`src/rtl/intc_pkg.sv`:
```
package intc_pkg;

  localparam int SRC_W   = 32;
  localparam int NCLS    = 2;
  localparam int CLS_IRQ = 0;
  localparam int CLS_FIQ = 1;

  // raw word positions that carry a source; everything else is reserved
  localparam logic [SRC_W-1:0] LIVE_BITS = 32'h0F0F_F7FF;
  localparam int SRC_SOFT = 0;
  localparam int SRC_ERR  = 1;
  // live positions that are fed by hardware lines (bits 0 and 1 are internal)
  localparam logic [SRC_W-1:0] HW_BITS = LIVE_BITS & ~32'h0000_0003;

  localparam int OFF_RAW  = 'h00;
  localparam int OFF_SOFT = 'h54;

  // masked-status read offset per class
  function automatic int stat_off(input int cls);
    return (cls == CLS_IRQ) ? 'h08 : 'h04;
  endfunction

  // set / mask-readback offset per class
  function automatic int en_off(input int cls);
    return (cls == CLS_IRQ) ? 'h10 : 'h0C;
  endfunction

  // write-only clear offset per class
  function automatic int clr_off(input int cls);
    return (cls == CLS_IRQ) ? 'h18 : 'h14;
  endfunction

  // next mask value: set first, then clear wins, reserved forced to zero
  function automatic logic [SRC_W-1:0] next_mask(input logic [SRC_W-1:0] cur,
                                                 input logic [SRC_W-1:0] setv,
                                                 input logic [SRC_W-1:0] clrv);
    return ((cur | setv) & ~clrv) & LIVE_BITS;
  endfunction

  function automatic logic [SRC_W-1:0] gate(input logic [SRC_W-1:0] raw,
                                            input logic [SRC_W-1:0] mask);
    return raw & mask;
  endfunction

  function automatic logic any_set(input logic [SRC_W-1:0] v);
    return |v;
  endfunction

endpackage

```
`src/rtl/intc_src_gather.sv`:
```
module intc_src_gather
  import intc_pkg::*;
#(
  parameter int ERR_W = 8
) (
  input  logic [SRC_W-1:0] hw_src_i,
  input  logic [ERR_W-1:0] err_stat_i,
  input  logic             soft_i,
  output logic [SRC_W-1:0] raw_o
);

  logic err_sum;
  logic [SRC_W-1:0] internal_bits;

  assign err_sum = |err_stat_i;

  always_comb begin
    internal_bits           = '0;
    internal_bits[SRC_SOFT] = soft_i;
    internal_bits[SRC_ERR]  = err_sum;
  end

  assign raw_o = (hw_src_i & HW_BITS) | internal_bits;

endmodule

```
`src/rtl/intc_mask_bank.sv`:
```
module intc_mask_bank
  import intc_pkg::*;
(
  input  logic             clk,
  input  logic             rst_n,
  input  logic [SRC_W-1:0] set_i,
  input  logic [SRC_W-1:0] clr_i,
  input  logic [SRC_W-1:0] raw_i,
  output logic [SRC_W-1:0] mask_o,
  output logic [SRC_W-1:0] pend_o,
  output logic             req_o
);

  logic [SRC_W-1:0] mask_q;
  logic             touched;

  assign touched = any_set(set_i) || any_set(clr_i);

  always_ff @(posedge clk or negedge rst_n) begin
    if (!rst_n)       mask_q <= '0;
    else if (touched) mask_q <= next_mask(mask_q, set_i, clr_i);
  end

  assign mask_o = mask_q;
  assign pend_o = gate(raw_i, mask_q);
  assign req_o  = any_set(pend_o);

  // every live bit set (and not cleared) last cycle is now enabled
  p_set_sticks_r3: assert property (@(posedge clk) disable iff (!rst_n)
    ((mask_q & $past(set_i & ~clr_i & LIVE_BITS)) == $past(set_i & ~clr_i & LIVE_BITS)));

  // every bit cleared last cycle is now disabled, even if also set
  p_clr_wins_r4: assert property (@(posedge clk) disable iff (!rst_n)
    ((mask_q & $past(clr_i)) == '0));

  // no write to this class, no change
  p_hold_r10: assert property (@(posedge clk) disable iff (!rst_n)
    (!touched) |=> $stable(mask_q));

endmodule

```
`src/rtl/intc_bus_regs.sv`:
```
module intc_bus_regs
  import intc_pkg::*;
#(
  parameter int ADDR_W = 8
) (
  input  logic                        clk,
  input  logic                        rst_n,
  input  logic [ADDR_W-1:0]           addr_i,
  input  logic                        we_i,
  input  logic [SRC_W-1:0]            wdata_i,
  input  logic [SRC_W-1:0]            raw_i,
  input  logic [NCLS-1:0][SRC_W-1:0]  mask_i,
  input  logic [NCLS-1:0][SRC_W-1:0]  pend_i,
  output logic [NCLS-1:0][SRC_W-1:0]  set_o,
  output logic [NCLS-1:0][SRC_W-1:0]  clr_o,
  output logic                        soft_o,
  output logic [SRC_W-1:0]            rdata_o
);

  logic hit_soft;
  logic hit_raw;
  logic [NCLS-1:0] hit_en;
  logic [NCLS-1:0] hit_stat;
  logic [NCLS-1:0] hit_clr;
  logic soft_q;

  assign hit_soft = (addr_i == ADDR_W'(OFF_SOFT));
  assign hit_raw  = (addr_i == ADDR_W'(OFF_RAW));

  for (genvar c = 0; c < NCLS; c++) begin : g_cls
    assign hit_en[c]   = (addr_i == ADDR_W'(en_off(c)));
    assign hit_stat[c] = (addr_i == ADDR_W'(stat_off(c)));
    assign hit_clr[c]  = (addr_i == ADDR_W'(clr_off(c)));
    assign set_o[c]    = (we_i && hit_en[c])  ? wdata_i : '0;
    assign clr_o[c]    = (we_i && hit_clr[c]) ? wdata_i : '0;
  end

  always_ff @(posedge clk or negedge rst_n) begin
    if (!rst_n)                soft_q <= 1'b0;
    else if (we_i && hit_soft) soft_q <= wdata_i[0];
  end

  assign soft_o = soft_q;

  always_comb begin
    rdata_o = '0;
    if (hit_raw)  rdata_o = raw_i;
    if (hit_soft) rdata_o = {{(SRC_W-1){1'b0}}, soft_q};
    for (int c = 0; c < NCLS; c++) begin
      if (hit_en[c])   rdata_o = mask_i[c];
      if (hit_stat[c]) rdata_o = pend_i[c];
    end
  end

  // the software bit takes the written value after one edge
  p_soft_wr_r7: assert property (@(posedge clk) disable iff (!rst_n)
    (we_i && hit_soft) |=> (soft_o == $past(wdata_i[0])));

  // write-only clear locations read as zero
  p_wo_zero_r9: assert property (@(posedge clk) disable iff (!rst_n)
    (|hit_clr) |-> (rdata_o == '0));

endmodule

```
`src/rtl/dual_class_intc.sv`:
```
module dual_class_intc
  import intc_pkg::*;
#(
  parameter int ERR_W  = 8,
  parameter int ADDR_W = 8
) (
  input  logic              clk,
  input  logic              rst_n,
  input  logic [31:0]       hw_src_i,
  input  logic [ERR_W-1:0]  err_stat_i,
  input  logic [ADDR_W-1:0] bus_addr_i,
  input  logic              bus_we_i,
  input  logic [31:0]       bus_wdata_i,
  output logic [31:0]       bus_rdata_o,
  output logic              irq_o,
  output logic              fiq_o
);

  logic [SRC_W-1:0]           raw_word;
  logic                       soft_bit;
  logic [NCLS-1:0][SRC_W-1:0] set_vec;
  logic [NCLS-1:0][SRC_W-1:0] clr_vec;
  logic [NCLS-1:0][SRC_W-1:0] mask_vec;
  logic [NCLS-1:0][SRC_W-1:0] pend_vec;
  logic [NCLS-1:0]            req_vec;

  intc_src_gather #(.ERR_W(ERR_W)) u_gather (
    .hw_src_i   (hw_src_i),
    .err_stat_i (err_stat_i),
    .soft_i     (soft_bit),
    .raw_o      (raw_word)
  );

  intc_bus_regs #(.ADDR_W(ADDR_W)) u_regs (
    .clk     (clk),
    .rst_n   (rst_n),
    .addr_i  (bus_addr_i),
    .we_i    (bus_we_i),
    .wdata_i (bus_wdata_i),
    .raw_i   (raw_word),
    .mask_i  (mask_vec),
    .pend_i  (pend_vec),
    .set_o   (set_vec),
    .clr_o   (clr_vec),
    .soft_o  (soft_bit),
    .rdata_o (bus_rdata_o)
  );

  for (genvar c = 0; c < NCLS; c++) begin : g_bank
    intc_mask_bank u_bank (
      .clk    (clk),
      .rst_n  (rst_n),
      .set_i  (set_vec[c]),
      .clr_i  (clr_vec[c]),
      .raw_i  (raw_word),
      .mask_o (mask_vec[c]),
      .pend_o (pend_vec[c]),
      .req_o  (req_vec[c])
    );
  end

  assign irq_o = req_vec[CLS_IRQ];
  assign fiq_o = req_vec[CLS_FIQ];

  // the software register drives raw bit 0
  p_soft_src_r7: assert property (@(posedge clk) disable iff (!rst_n)
    soft_bit |-> raw_word[SRC_SOFT]);

  // any error bit raises the summary source
  p_err_sum_r2: assert property (@(posedge clk) disable iff (!rst_n)
    (|err_stat_i) |-> raw_word[SRC_ERR]);

  // reserved positions stay zero in the raw word and in both masks
  p_reserved_r8: assert property (@(posedge clk) disable iff (!rst_n)
    ((raw_word | mask_vec[CLS_IRQ] | mask_vec[CLS_FIQ]) & ~LIVE_BITS) == '0);

  // a non-zero masked read implies the matching request line
  p_irq_out_r6: assert property (@(posedge clk) disable iff (!rst_n)
    (bus_addr_i == ADDR_W'(stat_off(CLS_IRQ)) && bus_rdata_o != '0) |-> irq_o);

  p_fiq_out_r6: assert property (@(posedge clk) disable iff (!rst_n)
    (bus_addr_i == ADDR_W'(stat_off(CLS_FIQ)) && bus_rdata_o != '0) |-> fiq_o);

  // the cycle after reset releases, nothing is enabled
  p_reset_r1: assert property (@(posedge clk)
    !rst_n |=> (mask_vec == '0 && !soft_bit));

endmodule

```
`config.mk`:
```
export PLATFORM = sky130hd
export DESIGN_NAME = dual_class_intc
export DESIGN_NICKNAME = d
export VERILOG_FILES = /design/src/rtl/intc_pkg.sv /design/src/rtl/intc_src_gather.sv /design/src/rtl/intc_mask_bank.sv /design/src/rtl/intc_bus_regs.sv /design/src/rtl/dual_class_intc.sv
export SDC_FILE = /design/constraint.sdc
export NUM_CORES = 1
export LEC_CHECK = 0
export BUFFER_PORTS_ARGS = -buffer_cell sky130_fd_sc_hd__buf_2
export CAP_MARGIN = 20
export CORE_ASPECT_RATIO = 0.7
export CORE_UTILIZATION = 35
export DETAILED_ROUTE_END_ITERATION = 16
export SLEW_MARGIN = 20
export SYNTH_ARGS = -nofsm -noshare
export SYNTH_HDL_FRONTEND = slang
export SYNTH_SLANG_ARGS = --single-unit
```
`constraint.sdc`:
```
create_clock -name clk -period 1.91 [get_ports clk]
set_input_delay 0.382 -clock clk [delete_from_list [all_inputs] [get_ports clk]]
set_output_delay 0.382 -clock clk [all_outputs]
set_load 0.01 [all_outputs]
```
# Yosys cells after proc, flatten, opt, wreduce, memory -nomap -nowiden
# Index checks and enable logic that the tools add are counted.
# word_totals
ff_bits,47
output_inout_bits,34
elab_cells,44
in_bits,83
# op_classes
mux,10
n_eq_ne,7
bitwise_logic,9
reduce_logical,15
# ops
op,count
2-to-1 mux 32 bit,7
OR reduction 32 bit,6
AND 28 bit,4
2-to-1 mux 28 bit,3
inverter 28 bit,2
OR 28 bit,2
OR 28 x 2 -> 28 bit,1
== test 8 x 5 -> 1 bit (second input constant),3
== test 8 x 4 -> 1 bit (second input constant),2
== test 8 x 3 -> 1 bit (second input constant),1
== test 8 x 7 -> 1 bit (second input constant),1
logical NOT 8 bit,1
OR reduction 8 bit,1
logical AND 1 bit,5
logical OR 1 bit,2

# Logic depth before layout (Yosys ltp)
# Gate-level depths: netlist of run 1.
# depth
word_depth,8
mapped_depth,7
depth_no_buf,4

# By module
# A second synthesis of run 1 with hierarchy kept.
# unflattened
hier_cells,671
area_unflattened_um2,5119.9
# by_module_without_submodules
module,seq_area_each_um2,area_per_inst_um2,instances,cells_each
intc_bus_regs,25.0,2600.0,1,393
intc_mask_bank,575.6,1129.8,2,121
intc_src_gather,0.0,260.2,1,36

# Worst setup path after synthesis of run 1
# Ideal clock, no wire load.
# synth_timing
path_kind,input to output
from,input port bus_addr_i[3]
to,output port bus_rdata_o[10]
path_slack_ns,0.037
required_time_ns,1.528
cell_stages,5
arrival_ns,1.491
cell_sequence,or4_1 nor2_1 buf_2 a21oi_1 o22ai_1
# synth_between
elab_chain_cells,7
word_cells_on_any_way,12
# synth_lines
item,line,rtl
"start, declared",dual_class_intc.sv:11,"input logic [ADDR_W-1:0] bus_addr_i,"
logical NOT 8 bit,intc_bus_regs.sv:28,assign hit_raw = (addr_i == ADDR_W'(OFF_RAW));
2-to-1 mux 28 bit,intc_bus_regs.sv:47,if (hit_raw) rdata_o = raw_i;
2-to-1 mux 28 bit,intc_bus_regs.sv:48,"if (hit_soft) rdata_o = {{(SRC_W-1){1'b0}}, soft_q};"
2-to-1 mux 28 bit,intc_bus_regs.sv:50,if (hit_en[c]) rdata_o = mask_i[c];
2-to-1 mux 32 bit,intc_bus_regs.sv:51,if (hit_stat[c]) rdata_o = pend_i[c];
2-to-1 mux 32 bit,intc_bus_regs.sv:50,
2-to-1 mux 32 bit *,intc_bus_regs.sv:51,
"end, declared",dual_class_intc.sv:14,"output logic [31:0] bus_rdata_o,"
# Every way passes the cells marked *; elsewhere a longest branch is shown, timed or not.

# Worst setup path after layout of run 1
# layout_timing
from,input port bus_addr_i[0]
to,output port bus_rdata_o[9]
# The elaborated chain is that of the path after synthesis.

==> results.tsv, run 1 <==
stage	metric	value	unit
sta	crit path time final	2170	ps
sta	period utilisation layout	1.14	
place	Post-DP Area	3860	µm²
sta	Slew HR	0.585	
floorplanning	Die ar.	9010	µm²
worst_setup_path	CP Launch Type	input port	
global_route	initial antenna violation count	0	
sta	Max Slew Vio Count	0	
layout	most common cell after layout, fill and taps aside	a21oi_1	
yosys	adder-cell share of the synthesized area	0	
sta	# setup viols final	23	
global_route	pin count of the biggest net entering global routing	48	
sta	Hold Violations, Final	0	
sta	Max Fclk	0.460	GHz
layout	most frequent cells in the layout	a21oi_1, buf_2, dfrtp_1	
layout	# diodes	0	
yosys	Synth Instances	357	
route	Initial DRC Count	450	
yosys	mux cell area share after synthesis	0.00373	
place	placed cells	570	
pwr	peak supply drop	415	µV
flow_run	Max Cap Viol	0	
route	via count	3545	
sta	final worst slack	-263	ps
route	Vias/cell	6.00	
place	Placement Setup Slack	-327	ps
yosys	Synth area leaders	dfrtp_1, a21oi_1, a21oi_2, a22oi_1, o21ai_0	
yosys	Compound-Gate Fraction of Synth Area	0.414	
yosys	post-synthesis average cell area	8.46	µm²
yosys	#FFs+latches synth	47	
yosys	simple-gate share of the synthesized area	0.0994	
sta	setup_tns	-5150	ps
yosys	Post-Syn Area	3020	µm²
floorplanning	IO Count	117	
yosys	Syn. warnings	0	
yosys	Netlist cell types	37	
yosys	Synth top area share	0.389	
place	PortBufs	96	
yosys	biggest area consumer among synthesized cells	dfrtp_1	
yosys	Synth Area in XOR/XNOR	0	
floorplanning	Core Box Area	8110	µm²
sta	RSZ-0062 raised after global routing	true	
pwr	power per cell area	553	nW/µm²
sta	worst hold slack	188	ps
worst_setup_path	Worst EP arrival	1790	ps
worst_setup_path	required time of the worst setup path	1530	ps
worst_setup_path	CP Capture Type	primary output	
layout	layout cells sized above 1	0.439	
clocking	CTS buffer count	5	
clocking	H-tree depth	2	
global_route	grt total ovfl	0	
clocking	clock root buffer	clkbuf_16	
status	failing checks	setup timing	
route	DRT Pass-1 Iters	5	
layout	final std cells w/o fill	591	
global_route	GRT Total Usage	0.251	
sta	Slew @ Worst Pin	622	ps
floorplanning	overall die width	113	µm
layout	cell area after layout	4380	µm²
route	Post-route DRC	0	
sta	skew final	0	ps
yosys	Async SR Flop Fraction	1.00	
route	Final ANT Viol Nets	0	
route	WL/cell	19.8	µm
place	DP Wirelength	7.91	mm
clocking	clk sink count	47	
yosys	main combinational cell family by area after synthesis	compound AO/OA/AOI/OAI gates	
clocking	CTS tree	built	
clocking	clock slew at reported path FFs	70	ps
layout	area growth from synthesis to layout	44.9	%
floorplanning	Chip Height	79.7	µm
yosys	EDFF count, synth	0	
clocking	later-pin clock latency in the skew report	280	ps
place	Final GP Congestion	0.895	
worst_setup_path	crit path kind	input port to primary output	
worst_setup_path	R2R depth	3	
clocking	hold-fix buffers at CTS	0	
worst_hold_path	Hold Path Class	input port to asynchronous set/reset pin	
status	outcome	finished, violations left	
yosys	Post-synth top flop	dfrtp_1	
worst_setup_path	Crit Path Max Fanout	8	
route	final WL	11.7	mm
global_route	vias in the first global route	3228	
pwr	P_leak	1.86	nW
floorplanning	Starting Density	0.373	
layout	Final nets	572	
yosys	register area share after synthesis	0.389	
clocking	clock buffer depth	2	
global_route	global-route wire length before repair	17.1	mm
floorplanning	Cell Rows	27	
-- through the flow --
stage	utilization	total power [mW]
floorplan	-	1.26
global placement	0.476	1.51
detailed placement	0.476	1.52
CTS	0.514	2.38
global route	0.540	2.51
finish	0.540	2.42
-- metal layers --
metal / up-vias / wire (µm) / part of all wire / track usage
met5: - / 0 / 0 / 0
met4: 0 / 152 / 0.013 / 0.0645
met3: 17 / 1310 / 0.11 / 0.0478
met2: 219 / 5090 / 0.44 / 0.379
met1: 1698 / 5130 / 0.44 / 0.365
li1: 1611 / - / - / -
-- flip-flops by register name, summed over array words and instances (netlist names) --
name / count
g_bank.u_bank.mask_o: 46
u_regs.soft_o: 1
-- layout make-up --
| cell class | instances | area (µm²) |
|---|---|---|
| fill | 734 | 3730 |
| multi-input combinational | 263 | 1760 |
| clock inverter | 2 | 12.5 |
| inverter | 22 | 82.6 |
| timing repair buffer | 150 | 1090 |
| sequential | 47 | 1180 |
| tap | 101 | 126 |
| clock buffer | 6 | 129 |
-- worst max-delay path: stages --
cell,delay (ps)
buf_6,100
or4_4,560
nor2_4,140
buf_8,150
buf_6,130
a21oi_2,30
o22ai_1,140
buf_2,150
-- Yosys cell counts, types with 2 or more instances --
cell / n
a21oi_1: 116
buf_2: 10
and3_1: 2
buf_6: 2
a22oi_1: 18
clkbuf_1: 8
and4_1: 5
or4_1: 2
a22o_1: 3
nand2_1: 4
a21boi_2: 2
a21oi_2: 19
buf_4: 12
o22ai_1: 20
dfrtp_1: 47
o21ai_0: 25
nand4_1: 8
a221oi_1: 2
inv_1: 22
nor4_1: 10
nor2_1: 4
-- cells by family (layout without fill, tap and decap cells) --
kind of cell / after synthesis / count (layout)
mux: 1 / 1
flops: 47 / 47
compound gates: 211 / 211
other cells: 1 / 9
simple gates: 42 / 42
buf+inv: 55 / 180
-- final timing paths --
| kind | from | slack [ps] | endpoint |
|---|---|---|---|
| worst max-delay path | bus_addr_i[0] | -260 | bus_rdata_o[9] |
| worst min-delay path | rst_n | 190 | g_bank[1].u_bank.mask_o[24]$_DFFE_PN0P_ |
| worst max register to register | g_bank[0].u_bank.mask_o[10]$_DFFE_PN0P_ | 1070 | g_bank[0].u_bank.mask_o[10]$_DFFE_PN0P_ |
| worst min register to register | g_bank[1].u_bank.mask_o[9]$_DFFE_PN0P_ | 550 | g_bank[1].u_bank.mask_o[9]$_DFFE_PN0P_ |
| max in group asynchronous | rst_n | 1290 | u_regs.soft_o$_DFFE_PN0P_ |
| min in group clk | bus_wdata_i[16] | 320 | g_bank[1].u_bank.mask_o[16]$_DFFE_PN0P_ |
-- power by group --
part	switching, mW	internal (mW)
clock	0.371	0.484
combinational	0.271	0.204
sequential	0.0465	1.04
total	0.689	1.73
-- repair_timing --
| item | in CTS | in global routing |
|---|---|---|
| setup buffers | 4 | 7 |
| setup endpoints to repair | 25 | 25 |
| gates resized for setup | 23 | 37 |
| gates cloned | 1 | 2 |
| pin swaps | 25 | 16 |
Power figures use the tool's default switching activity.
==> inputs of run 2 (changes only) <==
--- a/config.mk
+++ b/config.mk
@@ -13,4 +13,5 @@
 export SLEW_MARGIN = 20
 export SYNTH_ARGS = -nofsm -noshare
 export SYNTH_HDL_FRONTEND = slang
+export SYNTH_HIERARCHICAL = 1
 export SYNTH_SLANG_ARGS = --single-unit
==> run 2 against run 1 <==
Effect of this change: the flow still finishes with violations (setup timing); setup slack worse by 240 ps; synthesized area is 62% higher; die area rose by 61%; clock skew unchanged; synthesized cell count grew 78%; cell count is 68% higher; first-iteration DRC count down 18%; wire length increased by 48%; highest routed layer unchanged.
==> results.tsv, run 2 <==
stage	metric	value	unit
layout	area growth from synthesis to layout	38.7	%
clocking	clock root buffer	clkbuf_16	
layout	cell area after layout	6790	µm²
sta	crit path time final	2410	ps
layout	final std cells w/o fill	992	
worst_setup_path	delay-heaviest family, CP	simple AND/OR/NAND/NOR gates	
route	Initial DRC Count	368	
status	outcome	finished, violations left	
layout	Final nets	889	
global_route	vias in the first global route	4950	
layout	Util after Layout	0.506	
floorplanning	overall die width	143	µm
place	Post-DP Area	5880	µm²
clocking	H-tree depth	2	
status	failing checks	setup timing	
pwr	power share of the combinational group	0.281	
pwr	switch share	0.305	
global_route	pin count of the biggest net entering global routing	28	
worst_setup_path	Crit Path Max Fanout	3	
sta	# setup viols final	34	
layout	layout cells sized above 1	0.406	
worst_setup_path	crit path kind	input port to primary output	
floorplanning	Chip Height	101	µm
worst_setup_path	CP Capture Type	primary output	
sta	final worst slack	-505	ps
sta	Hold Violations, Final	0	
worst_setup_path	slowest CP cell	or4_4	
global_route	global-route wire length before repair	26.6	mm
sta	Max Fclk	0.414	GHz
clocking	CTS buffer count	5	
worst_setup_path	required time of the worst setup path	1530	ps
clocking	clk sink count	47	
clocking	CTS tree	built	
place	DP Wirelength	12.1	mm
floorplanning	Die ar.	14500	µm²
route	Post-route DRC	0	
layout	most frequent cells in the layout	and2_1, nor2_1, buf_4	
global_route	GRT Total Usage	0.241	
pwr	Sw Pwr	0.829	mW
sta	skew final	0	ps
place	placed cells	950	
yosys	Post-Syn Area	4890	µm²
pwr	peak supply drop	368	µV
route	final WL	17.3	mm
layout	max FFs per register	46	
global_route	grt total ovfl	0	
route	DRT Pass-1 Iters	5	
sta	period utilisation layout	1.26	
pwr	Tot Pwr	2.72	mW
yosys	Synth Instances	635	
route	WL/cell	17.4	µm
sta	RSZ-0062 raised after global routing	true	
floorplanning	Core Box Area	13400	µm²
flow_run	Max Cap Viol	0	
worst_setup_path	CP Launch Type	input port	
worst_setup_path	Buf+Inv Stages, Crit Path	2	
floorplanning	IO Count	117	
floorplanning	Cell Rows	35	
pwr	clock share of power	0.324	
pwr	power per cell area	401	nW/µm²
worst_hold_path	Hold Path Class	input port to asynchronous set/reset pin	
yosys	Syn. warnings	6	
route	via count	5063	
layout	# diodes	0	
place	Final GP Congestion	0.912	
yosys	post-synthesis average cell area	7.71	µm²
layout	most common cell after layout, fill and taps aside	and2_1	
layout	# fillers	1293	
floorplanning	Starting Density	0.365	
worst_setup_path	crit path cell chain	buf_6 -> nor4_2 -> nand2_2 -> and2_4 -> or4_4 -> nor3_4 -> nand4_1 -> buf_2	
clocking	later-pin clock latency in the skew report	290	ps
pwr	Sequential Power Share	0.395	
clocking	clock buffer depth	2	
pwr	Int Pwr	1.89	mW
sta	setup_tns	-9050	ps
place	PortBufs	96	
clocking	clock slew at reported path FFs	70	ps
worst_setup_path	CP peak stage delay	450	ps
route	Vias/cell	5.10	
pwr	P_leak	3.41	nW
global_route	initial antenna violation count	0	
route	Final ANT Viol Nets	0	
sta	Max Slew Vio Count	0	
worst_setup_path	Worst EP arrival	2030	ps
clocking	hold-fix buffers at CTS	0	
==> run 2: area by class of cell <==
type / count / area, µm² / area share
Tap cell: 185 / 231 / 0.0341
Clock inverter: 3 / 15.0 / 0.00221
Multi-Input combinational cell: 524 / 3440 / 0.508
Sequential cell: 47 / 1180 / 0.173
Timing Repair Buffer: 226 / 1790 / 0.263
Clock buffer: 5 / 125 / 0.0184
Inverter: 2 / 7.51 / 0.00111
==> run 2: path summary, 6_finish.rpt <==
path	startpoint	end	slack [ps]	depth (start not counted)
worst max-delay path	err_stat_i[1]	irq_o	-500	8
worst min-delay path	rst_n	g_bank[1].u_bank/mask_o[3]$_DFFE_PN0P_	80	2
worst max register to register	u_regs/soft_o$_DFFE_PN0P_	u_regs/soft_o$_DFFE_PN0P_	1010	2
worst min register to register	g_bank[1].u_bank/mask_o[12]$_DFFE_PN0P_	g_bank[1].u_bank/mask_o[12]$_DFFE_PN0P_	530	2
max in group asynchronous	rst_n	g_bank[0].u_bank/mask_o[16]$_DFFE_PN0P_	1500	2
min in group clk	bus_wdata_i[0]	u_regs/soft_o$_DFFE_PN0P_	370	2
==> run 2: power by group through the flow <==
stage / clock network [mW] / logic, mW / registers [mW]
floorplan: 0 / 0.400 / 1.09
global placement: 0 / 0.604 / 1.09
detailed placement: 0 / 0.621 / 1.09
CTS: 0.897 / 0.726 / 1.07
global route: 0.936 / 0.819 / 1.08
finish: 0.882 / 0.764 / 1.08
==> run 2: per-stage QoR <==
| stage | setup slack [ps] | hold WS, ps |
|---|---|---|
| 4_1_cts | -525 | 85.8 |
| 5_1_grt | -575 | 99.4 |
| 3_3_place_gp | -521 | 388 |
| 3_5_place_dp | -568 | 394 |
| 6_report | -505 | 79.6 |
| 2_1_floorplan | -147 | 86.4 |
==> run 2: what timing repair did <==
item,CTS,global route
setup endpoints to repair,34,34
pin swaps,44,24
gates resized for setup,100,21
setup buffers,16,12
gates cloned,6,2
==> run 2: routing by layer <==
layer	global-route usage	vias up	wire length [µm]
li1	-	2390	-
met1	0.326	2400	7860
met2	0.399	232	7780
met3	0.0394	41	1290
met4	0.0646	0	376
met5	0	-	0
